### src/rtl/move_pkg.sv
package move_pkg;

    // Socket codes are fixed at five bits; the register range sits at the bottom.
    localparam int SEL_W = 5;
    typedef logic [SEL_W-1:0] sel_t;

    localparam sel_t SRC_RESULT    = 5'd16;
    localparam sel_t SRC_OPERAND   = 5'd17;
    localparam sel_t SRC_IMM       = 5'd31;
    localparam sel_t DST_OPERAND   = 5'd16;
    localparam sel_t DST_TRIG_BASE = 5'd20;   // 20..23, low two bits pick the op

    typedef enum logic [1:0] {
        OP_ADD = 2'd0,
        OP_SUB = 2'd1,
        OP_AND = 2'd2,
        OP_OR  = 2'd3
    } alu_op_e;

    typedef enum logic [1:0] {
        DK_NONE,
        DK_REG,
        DK_OPERAND,
        DK_TRIGGER
    } dst_kind_e;

    function automatic dst_kind_e classify_dst(input sel_t code, input int nregs);
        if (int'(code) < nregs)                              return DK_REG;
        if (code == DST_OPERAND)                             return DK_OPERAND;
        if (code[SEL_W-1:2] == DST_TRIG_BASE[SEL_W-1:2])     return DK_TRIGGER;
        return DK_NONE;
    endfunction

endpackage

### src/rtl/move_regfile.sv
module move_regfile
    import move_pkg::*;
#(
    parameter int DATA_W    = 16,
    parameter int NUM_REGS  = 8,
    parameter int NUM_PORTS = 2,
    localparam int RA_W     = (NUM_REGS > 1) ? $clog2(NUM_REGS) : 1
) (
    input  logic                                 clk,
    input  logic                                 rst_n,
    input  logic [NUM_PORTS-1:0][RA_W-1:0]       rd_addr,
    output logic [NUM_PORTS-1:0][DATA_W-1:0]     rd_data,
    input  logic [NUM_PORTS-1:0]                 wr_en,
    input  logic [NUM_PORTS-1:0][RA_W-1:0]       wr_addr,
    input  logic [NUM_PORTS-1:0][DATA_W-1:0]     wr_data,
    input  logic [RA_W-1:0]                      dbg_addr,
    output logic [DATA_W-1:0]                    dbg_data
);

    typedef struct packed {
        logic [NUM_REGS-1:0][DATA_W-1:0] regs;
    } rf_state_t;

    rf_state_t st_d, st_q;

    // Ascending port order: the last enabled port for an address takes effect.
    always_comb begin
        st_d = st_q;
        for (int p = 0; p < NUM_PORTS; p++) begin
            if (wr_en[p]) begin
                st_d.regs[wr_addr[p]] = wr_data[p];
            end
        end
    end

    always_ff @(posedge clk or negedge rst_n) begin
        if (!rst_n) begin
            st_q <= '0;
        end else begin
            st_q <= st_d;
        end
    end

    for (genvar p = 0; p < NUM_PORTS; p++) begin : g_rd
        assign rd_data[p] = st_q.regs[rd_addr[p]];
    end

    assign dbg_data = st_q.regs[dbg_addr];

    // no enabled write port, no change
    p_hold_without_write_r10: assert property (@(posedge clk) disable iff (!rst_n)
        (wr_en == '0) |=> $stable(st_q.regs));

    // the top port always lands its value
    p_top_port_wins_r9: assert property (@(posedge clk) disable iff (!rst_n)
        wr_en[NUM_PORTS-1] |=>
            (st_q.regs[$past(wr_addr[NUM_PORTS-1])] == $past(wr_data[NUM_PORTS-1])));

endmodule

### src/rtl/move_alu_fu.sv
module move_alu_fu
    import move_pkg::*;
#(
    parameter int DATA_W = 16
) (
    input  logic              clk,
    input  logic              rst_n,
    input  logic              opnd_we,
    input  logic [DATA_W-1:0] opnd_data,
    input  logic              trig_we,
    input  alu_op_e           trig_op,
    input  logic [DATA_W-1:0] trig_data,
    output logic [DATA_W-1:0] operand_q_o,
    output logic [DATA_W-1:0] result_q_o
);

    typedef struct packed {
        logic [DATA_W-1:0] operand;
        logic [DATA_W-1:0] result;
    } fu_state_t;

    fu_state_t st_d, st_q;
    logic [DATA_W-1:0] operand_eff;

    always_comb begin
        st_d        = st_q;
        // a same-cycle operand write is forwarded into the triggered op
        operand_eff = opnd_we ? opnd_data : st_q.operand;
        st_d.operand = operand_eff;
        if (trig_we) begin
            unique case (trig_op)
                OP_ADD: st_d.result = operand_eff + trig_data;
                OP_SUB: st_d.result = operand_eff - trig_data;
                OP_AND: st_d.result = operand_eff & trig_data;
                OP_OR:  st_d.result = operand_eff | trig_data;
                default: st_d.result = st_q.result;
            endcase
        end
    end

    always_ff @(posedge clk or negedge rst_n) begin
        if (!rst_n) begin
            st_q <= '0;
        end else begin
            st_q <= st_d;
        end
    end

    assign operand_q_o = st_q.operand;
    assign result_q_o  = st_q.result;

    // result only moves on a trigger
    p_result_stable_r6: assert property (@(posedge clk) disable iff (!rst_n)
        !trig_we |=> $stable(result_q_o));

    // operand only moves on an operand write
    p_operand_stable_r8: assert property (@(posedge clk) disable iff (!rst_n)
        !opnd_we |=> $stable(operand_q_o));

    // a same-cycle operand write feeds the add
    p_add_bypass_r7: assert property (@(posedge clk) disable iff (!rst_n)
        (trig_we && opnd_we && trig_op == OP_ADD) |=>
            (result_q_o == $past(opnd_data) + $past(trig_data)));

    // add with a held operand
    p_add_held_r5: assert property (@(posedge clk) disable iff (!rst_n)
        (trig_we && !opnd_we && trig_op == OP_ADD) |=>
            (result_q_o == $past(operand_q_o) + $past(trig_data)));

endmodule

### src/rtl/move_socket_net.sv
module move_socket_net
    import move_pkg::*;
#(
    parameter int DATA_W   = 16,
    parameter int NUM_BUS  = 2,
    parameter int NUM_REGS = 8,
    localparam int RA_W    = (NUM_REGS > 1) ? $clog2(NUM_REGS) : 1
) (
    input  logic [NUM_BUS-1:0]                slot_valid,
    input  logic [NUM_BUS-1:0][SEL_W-1:0]     slot_src,
    input  logic [NUM_BUS-1:0][SEL_W-1:0]     slot_dst,
    input  logic [NUM_BUS-1:0][DATA_W-1:0]    slot_imm,
    output logic [NUM_BUS-1:0][RA_W-1:0]      rf_rd_addr,
    input  logic [NUM_BUS-1:0][DATA_W-1:0]    rf_rd_data,
    input  logic [DATA_W-1:0]                 operand_q,
    input  logic [DATA_W-1:0]                 result_q,
    output logic [NUM_BUS-1:0]                rf_wr_en,
    output logic [NUM_BUS-1:0][RA_W-1:0]      rf_wr_addr,
    output logic [NUM_BUS-1:0][DATA_W-1:0]    rf_wr_data,
    output logic                              opnd_we,
    output logic [DATA_W-1:0]                 opnd_data,
    output logic                              trig_we,
    output alu_op_e                           trig_op,
    output logic [DATA_W-1:0]                 trig_data,
    output logic                              clash
);

    logic [NUM_BUS-1:0][DATA_W-1:0] bus_data;
    logic [NUM_REGS-1:0]            reg_hit;

    // Source sockets: each bus drives exactly one source onto its wires.
    always_comb begin
        for (int b = 0; b < NUM_BUS; b++) begin
            rf_rd_addr[b] = slot_src[b][RA_W-1:0];
            if (int'(slot_src[b]) < NUM_REGS) begin
                bus_data[b] = rf_rd_data[b];
            end else if (slot_src[b] == SRC_RESULT) begin
                bus_data[b] = result_q;
            end else if (slot_src[b] == SRC_OPERAND) begin
                bus_data[b] = operand_q;
            end else if (slot_src[b] == SRC_IMM) begin
                bus_data[b] = slot_imm[b];
            end else begin
                bus_data[b] = '0;
            end
        end
    end

    // Destination sockets: later buses overwrite earlier ones.
    always_comb begin
        opnd_we   = 1'b0;
        opnd_data = '0;
        trig_we   = 1'b0;
        trig_op   = OP_ADD;
        trig_data = '0;
        clash     = 1'b0;
        reg_hit   = '0;
        for (int b = 0; b < NUM_BUS; b++) begin
            rf_wr_en[b]   = 1'b0;
            rf_wr_addr[b] = slot_dst[b][RA_W-1:0];
            rf_wr_data[b] = bus_data[b];
            if (slot_valid[b]) begin
                unique case (classify_dst(slot_dst[b], NUM_REGS))
                    DK_REG: begin
                        rf_wr_en[b] = 1'b1;
                        if (reg_hit[rf_wr_addr[b]]) clash = 1'b1;
                        reg_hit[rf_wr_addr[b]] = 1'b1;
                    end
                    DK_OPERAND: begin
                        if (opnd_we) clash = 1'b1;
                        opnd_we   = 1'b1;
                        opnd_data = bus_data[b];
                    end
                    DK_TRIGGER: begin
                        if (trig_we) clash = 1'b1;
                        trig_we   = 1'b1;
                        trig_op   = alu_op_e'(slot_dst[b][1:0]);
                        trig_data = bus_data[b];
                    end
                    default: ;
                endcase
            end
        end
    end

endmodule

### src/rtl/move_datapath.sv
module move_datapath
    import move_pkg::*;
#(
    parameter int DATA_W   = 16,
    parameter int NUM_BUS  = 2,
    parameter int NUM_REGS = 8,    // at most 16: codes 16 and up are unit sockets
    localparam int RA_W    = (NUM_REGS > 1) ? $clog2(NUM_REGS) : 1
) (
    input  logic                         clk,
    input  logic                         rst_n,
    input  logic [NUM_BUS-1:0]           slot_valid,
    input  logic [NUM_BUS*SEL_W-1:0]     slot_src,
    input  logic [NUM_BUS*SEL_W-1:0]     slot_dst,
    input  logic [NUM_BUS*DATA_W-1:0]    slot_imm,
    input  logic [RA_W-1:0]              dbg_addr,
    output logic [DATA_W-1:0]            dbg_data,
    output logic                         conflict
);

    typedef struct packed {
        logic conflict;
    } top_state_t;

    top_state_t st_d, st_q;

    logic [NUM_BUS-1:0][SEL_W-1:0]  src_v, dst_v;
    logic [NUM_BUS-1:0][DATA_W-1:0] imm_v;
    logic [NUM_BUS-1:0][RA_W-1:0]   rd_addr, wr_addr;
    logic [NUM_BUS-1:0][DATA_W-1:0] rd_data, wr_data;
    logic [NUM_BUS-1:0]             wr_en;
    logic                           opnd_we, trig_we, clash;
    logic [DATA_W-1:0]              opnd_data, trig_data, operand_q, result_q;
    alu_op_e                        trig_op;

    for (genvar b = 0; b < NUM_BUS; b++) begin : g_unpack
        assign src_v[b] = slot_src[b*SEL_W +: SEL_W];
        assign dst_v[b] = slot_dst[b*SEL_W +: SEL_W];
        assign imm_v[b] = slot_imm[b*DATA_W +: DATA_W];
    end

    move_socket_net #(
        .DATA_W   (DATA_W),
        .NUM_BUS  (NUM_BUS),
        .NUM_REGS (NUM_REGS)
    ) u_net (
        .slot_valid (slot_valid),
        .slot_src   (src_v),
        .slot_dst   (dst_v),
        .slot_imm   (imm_v),
        .rf_rd_addr (rd_addr),
        .rf_rd_data (rd_data),
        .operand_q  (operand_q),
        .result_q   (result_q),
        .rf_wr_en   (wr_en),
        .rf_wr_addr (wr_addr),
        .rf_wr_data (wr_data),
        .opnd_we    (opnd_we),
        .opnd_data  (opnd_data),
        .trig_we    (trig_we),
        .trig_op    (trig_op),
        .trig_data  (trig_data),
        .clash      (clash)
    );

    move_regfile #(
        .DATA_W    (DATA_W),
        .NUM_REGS  (NUM_REGS),
        .NUM_PORTS (NUM_BUS)
    ) u_rf (
        .clk      (clk),
        .rst_n    (rst_n),
        .rd_addr  (rd_addr),
        .rd_data  (rd_data),
        .wr_en    (wr_en),
        .wr_addr  (wr_addr),
        .wr_data  (wr_data),
        .dbg_addr (dbg_addr),
        .dbg_data (dbg_data)
    );

    move_alu_fu #(
        .DATA_W (DATA_W)
    ) u_alu (
        .clk         (clk),
        .rst_n       (rst_n),
        .opnd_we     (opnd_we),
        .opnd_data   (opnd_data),
        .trig_we     (trig_we),
        .trig_op     (trig_op),
        .trig_data   (trig_data),
        .operand_q_o (operand_q),
        .result_q_o  (result_q)
    );

    always_comb begin
        st_d          = st_q;
        st_d.conflict = clash;
    end

    always_ff @(posedge clk or negedge rst_n) begin
        if (!rst_n) begin
            st_q <= '0;
        end else begin
            st_q <= st_d;
        end
    end

    assign conflict = st_q.conflict;

    // a clash needs at least two valid moves in the previous cycle
    p_conflict_needs_two_r9: assert property (@(posedge clk) disable iff (!rst_n)
        conflict |-> ($past($countones(slot_valid)) >= 2));

    // an idle cycle never produces a conflict pulse
    p_idle_quiet_r10: assert property (@(posedge clk) disable iff (!rst_n)
        (slot_valid == '0) |=> !conflict);

endmodule

### config.mk
export PLATFORM = sky130hd
export DESIGN_NAME = move_datapath
export DESIGN_NICKNAME = d
export VERILOG_FILES = /design/src/rtl/move_pkg.sv /design/src/rtl/move_regfile.sv /design/src/rtl/move_alu_fu.sv /design/src/rtl/move_socket_net.sv /design/src/rtl/move_datapath.sv
export SDC_FILE = /design/constraint.sdc
export NUM_CORES = 1
export LEC_CHECK = 0
export ABC_AREA = 1
export BUFFER_PORTS_ARGS = -buffer_cell sky130_fd_sc_hd__buf_4
export CAP_MARGIN = 20
export CORE_ASPECT_RATIO = 0.7
export CORE_MARGIN = 2
export CORE_UTILIZATION = 42
export DETAILED_ROUTE_END_ITERATION = 10
export PLACE_DENSITY = 0.58
export SLEW_MARGIN = 20
export SYNTH_ARGS = -nofsm -noshare
export SYNTH_HDL_FRONTEND = slang
export SYNTH_SLANG_ARGS = --single-unit
### constraint.sdc
create_clock -name clk -period 6.8 [get_ports clk]
set_clock_uncertainty 0.2 [all_clocks]
set_input_delay 1.36 -clock clk [delete_from_list [all_inputs] [get_ports clk]]
set_output_delay 1.36 -clock clk [all_outputs]
set_load 0.01 [all_outputs]
[Word level (Yosys, flattened, before mapping)]
Memories as Yosys holds them, arrays and structs flattened.
Index checks and enable logic that the tools add are counted.
Word-level totals
  register bits after elaboration: 161
  ROM bits: 8
  input bits: 59
  output and inout port bits: 17
  memories kept: 1
Memories
  (name not given): depth 8, bits a word 1, read ports 1, clocked after memory_dff 0, wr ports 0, line move_socket_net.sv:66  | if (reg_hit[rf_wr_addr[b]]) clash = 1'b1;
Cells by class
  add/subtract/negate cells: 2
  $lt $le $gt $ge: 11
  eq/ne operators: 19
  multiplexer cells: 95
  bitwise gates (word level): 2
  reduce and logical (&&, ||, !) cells: 3
Operators by type and width (count)
  two-way mux 16 bit: 22
  bitwise mux 128 bit: 2
  two-way mux 128 bit: 2
  binary-select mux 16 bit (select 3 bit): 3
  demux 16 bit (select 3 bit): 2
  case mux 16 bit (4 select lines): 1
  equality test 5 bit, second input constant: 8
  two-way mux 1 bit: 40
  two-way mux 2 bit: 18
  less-than comparator 3 x 4 -> 1 bit, second input constant: 5
  less-than comparator 5 x 4 -> 1 bit, second input constant: 4
  adder 16 bit: 1
  AND 16 bit: 1
  two-way mux 8 bit: 2
  OR 16 bit: 1
  subtractor 16 bit: 1
  equality test 2 bit, second input constant: 6
  equality test 2 x 1 -> 1 bit, second input constant: 3
  equality test 3 bit, second input constant: 2
  greater-or-equal comparator 3 x 1 -> 1 bit, second input constant: 2
  binary-select mux 1 bit (select 3 bit): 1
  demux 1 bit (select 3 bit): 1
  case mux 1 bit (3 select lines): 1
  logical AND 1 bit: 2
  zero test 2 bit: 1

[Depth between registers and ports, before layout]
Gate-level depths: netlist of the first run.
  word-level depth: 20
  depth in mapped cells: 30

[Cells and area by module]
A second synthesis of the first run with hierarchy kept.
Unflattened totals
  cells, all modules: 2713
  area total of the unflattened synthesis: 15429.8 sq um
By module, submodules not included
  move_regfile: instances 1, cells each 1915, area an instance 10674.0 sq um, sequential area each 3203.1 sq um
  move_alu_fu: instances 1, cells each 402, area an instance 2776.4 sq um, sequential area each 800.8 sq um
  move_socket_net: instances 1, cells each 395, area an instance 1954.4 sq um, sequential area each 0.0 sq um
  move_datapath: instances 1, cells each 1, area an instance 25.0 sq um, sequential area each 25.0 sq um

[Worst setup path after synthesis of the first run]
No wires, ideal clock.
  path kind: input port to flip-flop
  start: input slot_src[1]
  end: register u_alu.st_q (netlist bit u_alu.result_q_o[8])
  setup time: 0.082 ns
  arrival time: 4.584 ns
  data required time: 6.518 ns
  setup slack: 1.934 ns
  stages: 24
  cell sequence: buf_4 -> inv_2 -> nand2_2 -> nor2_4 -> buf_6 -> nand2_1 -> nand4_1 -> nand3_1 -> nand2_1 -> inv_1 -> ha_1 -> or2_2 -> o21ai_1 -> inv_1 -> fa_1 -> o21ai_0 -> a21oi_1 -> o21ai_0 -> nand2_1 -> nand2_1 -> a21oi_1 -> xnor2_1 -> nand2_1 -> a31oi_1
Between the ends
  cells in the longest elaborated chain, start to end: 12
  elaborated cells on any way between the ends: 24
  classes of those cells: 2 x add/sub; 1 x order compare; 3 x eq/ne; 16 x mux; 2 x bitwise
Ends and longest elaborated chain
  from (decl): line move_datapath.sv:12  | input logic [NUM_BUS*SEL_W-1:0] slot_src,
  equality test 5 bit: line move_socket_net.sv:41  | end else if (slot_src[b] == SRC_IMM) begin
  two-way mux 16 bit: line move_socket_net.sv:41
  two-way mux 16 bit: line move_socket_net.sv:39  | end else if (slot_src[b] == SRC_OPERAND) begin
  two-way mux 16 bit: line move_socket_net.sv:37  | end else if (slot_src[b] == SRC_RESULT) begin
  two-way mux 16 bit *: line move_socket_net.sv:35  | if (int'(slot_src[b]) < NUM_REGS) begin
  two-way mux 16 bit: line move_socket_net.sv:63  | unique case (classify_dst(slot_dst[b], NUM_REGS))
  two-way mux 16 bit: line move_socket_net.sv:62  | if (slot_valid[b]) begin
  two-way mux 16 bit: line move_socket_net.sv:63
  two-way mux 16 bit: line move_socket_net.sv:62
  two-way mux 16 bit: line move_alu_fu.sv:28  | operand_eff = opnd_we ? opnd_data : st_q.operand;
  subtractor 16 bit (tied with other cells): line move_alu_fu.sv:33  | OP_SUB: st_d.result = operand_eff - trig_data;
  case mux 16 bit (4 select lines) *: line move_alu_fu.sv:31  | unique case (trig_op)
  to (signal assigned): line move_alu_fu.sv:45  | st_q <= st_d;
  to (decl): line move_alu_fu.sv:22  | fu_state_t st_d, st_q;
Every way passes the cells marked *; elsewhere a longest branch is shown, timed or not. The select of a mux whose other input is x is not followed.
A chain may end at the register's enable or synchronous reset.

[Worst setup path in the final report of the first run]
  start: input slot_src[0]
  end: register u_alu.st_q (netlist bit u_alu.result_q_o[15])
Same word-level chain as after synthesis.

==> results of run 1 <==
path summary, 6_finish.rpt:
kind / cells past startpoint / slack, ps / start / end
min: 2 / 340 / u_alu.result_q_o[13]$_DFFE_PN0P_ / u_alu.result_q_o[13]$_DFFE_PN0P_
max: 27 / 820 / slot_src[0] / u_alu.result_q_o[15]$_DFFE_PN0P_
min in group asynchronous: 2 / 830 / rst_n / u_rf.st_q[103]$_DFF_PN0_
max reg2reg: 26 / 2200 / u_rf.st_q[103]$_DFF_PN0_ / u_alu.result_q_o[15]$_DFFE_PN0P_
min reg2reg: 2 / 340 / u_alu.result_q_o[13]$_DFFE_PN0P_ / u_alu.result_q_o[13]$_DFFE_PN0P_
max in group asynchronous: 2 / 4820 / rst_n / u_rf.st_q[46]$_DFF_PN0_
layout make-up:
class / instances / area [sq um]
antenna: 1 / 2.502
clock buffer: 18 / 439.2
tap: 420 / 525.5
multi-input combinational: 1576 / 7789
sequential: 161 / 4029
clock inverter: 14 / 202.7
fill: 3320 / 16430
inverter: 267 / 1012
timing repair buffer: 120 / 917.1
metrics by stage:
stage / util / setup slack [ps] / power, W / cell area [sq um] / hold slack (ps)
after floorplan: - / 1934 / 0.002484 / 13470 / 270.7
after global placement: 0.4553 / 561.3 / 0.002997 / 14270 / 342.4
after detailed placement: 0.4553 / 635.2 / 0.003006 / 14270 / 315.6
after CTS: 0.4757 / 1106 / 0.004104 / 14910 / 334.7
after global routing: 0.4757 / 536.1 / 0.004432 / 14910 / 365.4
final: 0.4758 / 819.1 / 0.004163 / 14920 / 335.1
flip-flops by register name, indices dropped and copies added, names as in the netlist:
name,cells
conflict,1
u_alu.operand_q_o,16
u_alu.result_q_o,16
u_rf.st_q,128
cells in the final DEF, fill, tap and decap left out, types with 3 or more instances in the layout:
cell and count:
a21oi_1 235, a221oi_1 12, a22oi_1 5, a31oi_1 28, a41oi_1 3, and2_1 3, buf_4 118, bufinv_16 4
clkbuf_16 17, clkinvlp_4 3, dfrtp_1 161, ha_1 18, inv_1 247, inv_2 14, inv_4 4, inv_6 3
nand2_1 443, nand2_2 9, nand3_1 197, nand4_1 49, nor2_1 117, nor2_2 14, nor2_4 7, nor3_1 7
nor4_1 3, o211ai_1 6, o21ai_0 345, o21ai_1 14, o221ai_1 3, o22ai_1 24, xnor2_1 6, xor2_1 8
report_power, final:
part / switching [W] / total [W] / internal (W)
clock network: 0.000474 / 0.00110 / 0.000631
logic: 0.00103 / 0.00158 / 0.000553
registers: 0.000238 / 0.00148 / 0.00124
layer usage:
metal	up-vias	routed length (microns)	track usage
li1	7202	-	-
met1	7352	27600	0.5504
met2	1075	24810	0.5147
met3	163	8510	0.1139
met4	0	2452	0.1467
met5	-	0	0
worst max-delay path, delay by kind of cell:
family / cells / cell delay, ps
compound gates: 1 / 130
xor+xnor: 1 / 140
fa+ha+maj: 1 / 390
buf+inv: 4 / 870
simple gates: 20 / 3260
cells by family (layout without fill, tap and decap cells):
| logic type | after synthesis | after routing |
|---|---|---|
| xor gates and xnor gates | 14 | 14 |
| adders and majority gates | 19 | 19 |
| AOI/OAI and AO/OA | 685 | 685 |
| and+or+nand+nor | 858 | 858 |
| buffers and inverters | 392 | 419 |
| DFF | 161 | 161 |
| other | 0 | 1 |
==> out/results.tsv, run 1 <==
metric	value	unit
final slew viol count	0	
P&R area growth vs syn	10.77	%
Mapped Area	0.01347	sq mm
Final min period	5981	ps
critical path fanouts, max	38	
Reg clk slew, reported paths	70	ps
CTS tree	built	
Worst Setup End Kind	flip-flop	
number of enable flip-flop cells after synthesis	0	
cts hold-fix bufs	0	
final net count	2221	
total grt overflow	0	
critical path data required time	7000	ps
Async S/R FF share, synth	1.000	
Setup TNS Final	0	ps
die width	218.0	microns
maxcap violations	0	
Finished Layout Cells	2577	
total setup buffers inserted after CTS	0	
post-synthesis mux area share	0	
Synth Area in Adders	0.01821	
worst skew pair latency	470	ps
count leader, synth	nand2_1	
largest family of logic cells by synthesized area	simple AND/OR/NAND/NOR gates	
num rows	54	
gpl congestion	0.9981	
Peak VDD IR	0.1215	mV
most frequent cells after synthesis	nand2_1, o21ai_0, inv_1, a21oi_1, nand3_1	
worst path arrival time	6180	ps
Avg Vias per Cell	6.128	
compound-gate portion of the synthesized area	0.2703	
pin count of the biggest net entering global routing	162	
total die area	0.03353	sq mm
I/O Pins	76	
initial antenna violation count	0	
final hold vios	0	
Routed Antenna Nets	0	
Port Buffers	75	
DRC errors left	0	
first-iteration detailed-routing DRC count	2251	
Synth area leaders	dfrtp_1, o21ai_0, nand2_1	
CORE AREA	0.03135	sq mm
cell repeated most along the worst path	nand2_1	
status	finished clean	
RSZ-0062 raised after global routing	false	
clk sink count	161	
CTS root buffer	clkbuf_16	
Max Freq	167.2	MHz
post-CTS resize count	0	
die height	153.8	microns
critical path's slowest cell	nor2_4	
first-pass GRT wire length	93.82	mm
Vias	15792	
Synth warnings	0	
Final Setup Violations	0	
Max Buffers Root-to-Sink	2	
critical path class	in2reg	
Netlist cell types	50	
Yosys top cell area share	0.2992	
Main synth FF type	dfrtp_1	
# H-tree levels	4	
Min-Delay Path Class	reg2reg	
Total Wirelength	63.38	mm
Cells after DPL	2544	
Seq/Total Area, Yosys	0.2992	
Crit path largest cell delay	420	ps
synthesized area per cell	6.325	sq um
vias in the first global route	14385	
detailed placer's ending HPWL	43.11	mm
CP startpoint kind	primary input	
Synth area leader	dfrtp_1	
Post-Synth Simple-Gate Area	0.2806	
Initial DRT Pass Iterations	5	
global-route total usage across every layer	0.3774	
CTS buffer count	17	
Mapped Cells	2129	
register bit total from synthesis	161	
cell leakage power	7.005	nW
Tightest Pin Transition	1137	ps
XOR/XNOR Fraction of Synth Area	0.009105	
fraction of layout cells with a size suffix above 1	0.09787	
slew margin rel.	0.2412	
Tcrit/Tclk final	0.8795	
routed length per instance	24.59	microns
Syn Nets	2207	
Starting Density	0.4296	
PwrDens	279.1	mW/mm^2
No activity file was read; power rests on OpenSTA's default activity.
==> inputs of run 2 (changes only) <==
--- a/config.mk
+++ b/config.mk
@@ -12,6 +12,7 @@
 export CORE_MARGIN = 2
 export CORE_UTILIZATION = 42
 export DETAILED_ROUTE_END_ITERATION = 10
+export GPL_ROUTABILITY_DRIVEN = 1
 export PLACE_DENSITY = 0.58
 export SLEW_MARGIN = 20
 export SYNTH_ARGS = -nofsm -noshare
==> constraint.sdc (replaced) <==
create_clock -name clk -period 6.8 [get_ports clk]
set_clock_uncertainty 0.2 [all_clocks]
set_input_delay 0.34 -clock clk [delete_from_list [all_inputs] [get_ports clk]]
set_output_delay 0.34 -clock clk [all_outputs]
set_load 0.01 [all_outputs]
==> out/results.tsv, run 2 (synthesis results as in run 1) <==
metric	value	unit
status	finished clean	
Vias	15899	
n_diodes	0	
worst path arrival time	5570	ps
Tcrit/Tclk final	0.7970	
maxcap violations	0	
Hold Path End	conflict$_DFF_PN0_	
initial antenna violation count	0	
Finished Layout Cells	2557	
Avg Vias per Cell	6.218	
worst r2r src	u_rf.st_q[112]$_DFF_PN0_	
Min-Delay Path Class	in2reg	
CP startpoint kind	primary input	
global-route total usage across every layer	0.3688	
vias in the first global route	14444	
Starting Density	0.4296	
critical path fanouts, max	52	
CORE AREA	0.03135	sq mm
Initial DRT Pass Iterations	6	
worst r2r path cells	23	
Total Wirelength	62.20	mm
DRC errors left	0	
Peak VDD IR	0.1504	mV
most common cell after layout, fill and taps aside	nand2_1	
routed length per instance	24.32	microns
total grt overflow	0	
critical path class	in2reg	
post-CTS resize count	0	
Setup TNS Final	0	ps
detailed placer's ending HPWL	41.31	mm
P&R area growth vs syn	9.654	%
final net count	2203	
slew margin rel.	0.1925	
hold depth	3	
first-pass GRT wire length	91.51	mm
Cells after DPL	2525	
PwrDens	279.4	mW/mm^2
num rows	54	
die width	218.0	microns
Final min period	5420	ps
Final Setup Violations	0	
most frequent cells in the layout	nand2_1, o21ai_0, inv_1	
gpl congestion	0.9649	
clk sink count	161	
CTS tree	built	
fillcell total	3339	
Max Buffers Root-to-Sink	2	
final slew viol count	0	
I/O Pins	76	
critical path data required time	6950	ps
Worst Setup End Kind	flip-flop	
RSZ-0062 raised after global routing	false	
Most flops, register	u_rf.st_q	
worst skew pair latency	460	ps
Reg clk slew, reported paths	60	ps
pin count of the biggest net entering global routing	84	
CTS root buffer	clkbuf_16	
CTS buffer count	17	
Port Buffers	75	
cts hold-fix bufs	1	
die height	153.8	microns
# H-tree levels	4	
total setup buffers inserted after CTS	0	
fraction of layout cells with a size suffix above 1	0.08985	
final hold vios	0	
Reg-to-Reg End	u_alu.result_q_o[13]$_DFFE_PN0P_	
Max Freq	184.5	MHz
total die area	0.03353	sq mm
hold path startpoint	slot_valid[1]	
reg2reg setup slack	2350	ps
cell leakage power	6.914	nW
first-iteration detailed-routing DRC count	2372	
number of flip-flops under the largest register name	128	
Routed Antenna Nets	0	
Tightest Pin Transition	1207	ps
-- run 2: cell types whose count changed in the layout (fill, tap and decap cells not counted), sizes merged --
cell / change
buf: -19
clkinv: +2
dlygate4sd3: +1
diode: -1
inv: -3
bufinv: +1
clkbuf: -1
-- run 2: metrics by stage --
step | util | setup slack (ps) | instance area [sq um] | power [W] | hold slack (ps)
CTS | 0.4710 | 1671 | 14770 | 0.004064 | 48.71
finish | 0.4710 | 1380 | 14770 | 0.004125 | 62.82
detailed placement | 0.4503 | 1187 | 14120 | 0.002965 | 65.05
floorplan | - | 2954 | 13470 | 0.002484 | -155.6
global placement | 0.4503 | 1346 | 14120 | 0.002948 | 65.63
global route | 0.4710 | 1022 | 14770 | 0.004385 | 61.47
-- run 2: where the power goes --
| group | internal (W) | leakage (nW) | total (W) | switching (W) |
|---|---|---|---|---|
| Combinational | 0.000542 | 4.71 | 0.00156 | 0.00102 |
| Sequential | 0.00124 | 1.90 | 0.00146 | 0.000219 |
| Clock | 0.000650 | 0.305 | 0.00111 | 0.000458 |
-- run 2: worst max-delay path by stage --
stage,to,from,slack (ps)
global placement,u_alu.result_q_o[8]$_DFFE_PN0P_,slot_src[5],1350
CTS,u_alu.result_q_o[13]$_DFFE_PN0P_,slot_src[5],1670
floorplan,u_alu.result_q_o[8]$_DFFE_PN0P_,slot_src[1],2950
global route,u_alu.result_q_o[13]$_DFFE_PN0P_,slot_src[5],1020
finish,u_alu.result_q_o[13]$_DFFE_PN0P_,slot_src[5],1380
detailed placement,u_alu.result_q_o[13]$_DFFE_PN0P_,slot_src[5],1190
-- run 2: cell type report --
type	count	area [sq um]	share of cell area
clock inverters	14	214.0	0.01449
well taps	420	525.5	0.03559
repair buffers	102	772.0	0.05228
clock buffers	17	425.4	0.02881
inverters	267	1012	0.06855
multi-input cells	1576	7789	0.5275
flip-flops and latches	161	4029	0.2728
-- run 2: worst max-delay path, stage by stage --
cell     delay (ps)
buf_4           550
inv_4           370
nor2_4          690
nand2_1         110
nand4_1         130
nand3_1          80
nand2_1         130
nand2_1          70
nand2_2         150
inv_1            60
ha_1            210
nand4_1         140
nand2_1          80
xor2_1          160
ha_1            390
nand4_1         110
o21ai_0         660
a21oi_1         210
o21ai_0         340
nand2_1          90
nand2_1          90
a21oi_1          50
o21ai_0         110
nand2_1          70
nand2_1          50
nand2_1          50
-- run 2: per-layer routing --
metal / GRT usage / wire length [microns] / vias to the layer above / part of all wire
met2: 0.5105 / 24580 / 1187 / 0.40
li1: - / - / 7167 / -
met1: 0.5246 / 26420 / 7367 / 0.42
met5: 0 / 0 / - / 0
met3: 0.1195 / 8687 / 178 / 0.14
met4: 0.1493 / 2516 / 0 / 0.040
==> inputs of run 3 (changes only) <==
==> constraint.sdc (replaced) <==
create_clock -name clk -period 5.4 [get_ports clk]
set_clock_uncertainty 0.2 [all_clocks]
set_input_delay 0.27 -clock clk [delete_from_list [all_inputs] [get_ports clk]]
set_output_delay 0.27 -clock clk [all_outputs]
set_load 0.01 [all_outputs]
==> out/results.tsv, run 3 (synthesis results as in run 1) <==
metric	value	unit
post-CTS resize count	0	
routed length per instance	24.93	microns
critical path data required time	5560	ps
gpl congestion	0.9750	
Setup TNS Final	0	ps
worst path arrival time	4610	ps
clk sink count	161	
CTS tree	built	
Vias	16129	
global-route total usage across every layer	0.3820	
CP Buf/Inv Count	4	
total setup buffers inserted after CTS	0	
final net count	2230	
Peak VDD IR	0.2603	mV
die width	218.0	microns
Total Wirelength	64.44	mm
Routed Antenna Nets	0	
number of flip-flops under the largest register name	128	
final hold vios	0	
pin count of the biggest net entering global routing	84	
Final Total Pwr	0.005115	W
Max Buffers Root-to-Sink	2	
CORE AREA	0.03135	sq mm
Crit path depth	28	
worst r2r path cells	26	
fraction of layout cells with a size suffix above 1	0.1007	
PwrDens	342.2	mW/mm^2
Tightest Pin Transition	1141	ps
first-pass GRT wire length	94.56	mm
maxcap violations	0	
reg2reg setup slack	1250	ps
Initial DRT Pass Iterations	8	
total die area	0.03353	sq mm
worst r2r src	u_rf.st_q[40]$_DFF_PN0_	
Tcrit/Tclk final	0.8238	
cell repeated most along the worst path	nand2_1	
num rows	54	
most common cell after layout, fill and taps aside	nand2_1	
cell leakage power	7.029	nW
Final Setup Violations	0	
slew margin rel.	0.2385	
die height	153.8	microns
Min-Delay Path Class	in2reg	
CTS root buffer	clkbuf_16	
P&R area growth vs syn	10.99	%
Starting Density	0.4296	
Max Freq	224.8	MHz
Largest delay share family, worst path	simple AND/OR/NAND/NOR gates	
critical path fanouts, max	30	
Avg Vias per Cell	6.239	
Crit path largest cell delay	570	ps
Final min period	4449	ps
first-iteration detailed-routing DRC count	2548	
hold path startpoint	slot_dst[8]	
total grt overflow	0	
most frequent cells in the layout	nand2_1, o21ai_0, inv_1	
Most flops, register	u_rf.st_q	
Port Buffers	75	
detailed placer's ending HPWL	43.91	mm
initial antenna violation count	0	
RSZ-0062 raised after global routing	false	
cts hold-fix bufs	2	
critical path class	in2reg	
Reg-to-Reg End	u_alu.result_q_o[15]$_DFFE_PN0P_	
vias in the first global route	14437	
CP startpoint kind	primary input	
fin util	0.4768	
critical path endpoint	u_alu.result_q_o[13]$_DFFE_PN0P_	
final slew viol count	0	
Worst Setup End Kind	flip-flop	
status	finished clean	
critical path's slowest cell	nor2_2	
Crit. Startpoint	slot_src[5]	
DRC errors left	0	
CTS buffer count	17	
worst skew pair latency	470	ps
I/O Pins	76	
# H-tree levels	4	
n_diodes	0	
Reg clk slew, reported paths	70	ps
## run 3: where the power goes
group | internal, W | leakage [nW] | switching (W)
clock network | 0.000653 | 0.274 | 0.000607
registers | 0.00156 | 1.90 | 0.000283
logic | 0.000705 | 4.86 | 0.00131
## run 3: stage by stage
stage          cell area [sq um]  hold WS [ps]  instances  setup WS [ps]
6_report                   14950         71.21       2585          951.3
5_1_grt                    14950         126.7       2585          611.1
4_1_cts                    14900         59.16       2583           1143
3_5_place_dp               14310         66.84       2549          654.5
3_3_place_gp               14310         71.19       2549          693.7
2_1_floorplan              13470        -225.6       2129           1624
## run 3: how the worst min path moves through the flow
stage,slack [ps],to,cells past startpoint
after CTS,60,conflict$_DFF_PN0_,6
after detailed placement,70,u_rf.st_q[54]$_DFF_PN0_,1
final,70,conflict$_DFF_PN0_,6
after global routing,130,conflict$_DFF_PN0_,6
after floorplan,-230,conflict$_DFF_PN0_,0
after global placement,70,u_rf.st_q[39]$_DFF_PN0_,1
## run 3: area by class of cell
cell class,instances,area (sq um)
clock buffers,18,439.2
clock inverters,14,132.6
fillers,3309,16400
inverters,267,1012
multi-input cells,1576,7791
flip-flops and latches,161,4029
well taps,420,525.5
repair buffers,129,1017
## run 3: worst register-to-register path: stages (launching register included)
cell and delay, ps:
dfrtp_1 380, inv_1 90, nand2_1 70, nand3_1 110, nand3_1 90, nand3_1 170, nand2_1 90, nand2_1 60
nand2_1 210, nor2_1 370, nand2_1 120, nor2_2 230, nand2_1 100, nand2_1 140, nand2_1 80, xor2_1 150
ha_1 390, nand2_1 110, nor4_1 180, nand2_1 90, nand3_1 170, inv_1 60, nand2_1 60, nand2_1 60
nand3_1 80, nand3_1 100, a21oi_2 130
## run 3: per-layer routing
layer  GRT usage  routed length [microns]  up-vias
li1            -                        -     7226
met1      0.5763                    27820     7549
met2      0.5138                    25100     1220
met3     0.09594                     9117      134
met4      0.1458                     2396        0
met5           0                        0        -
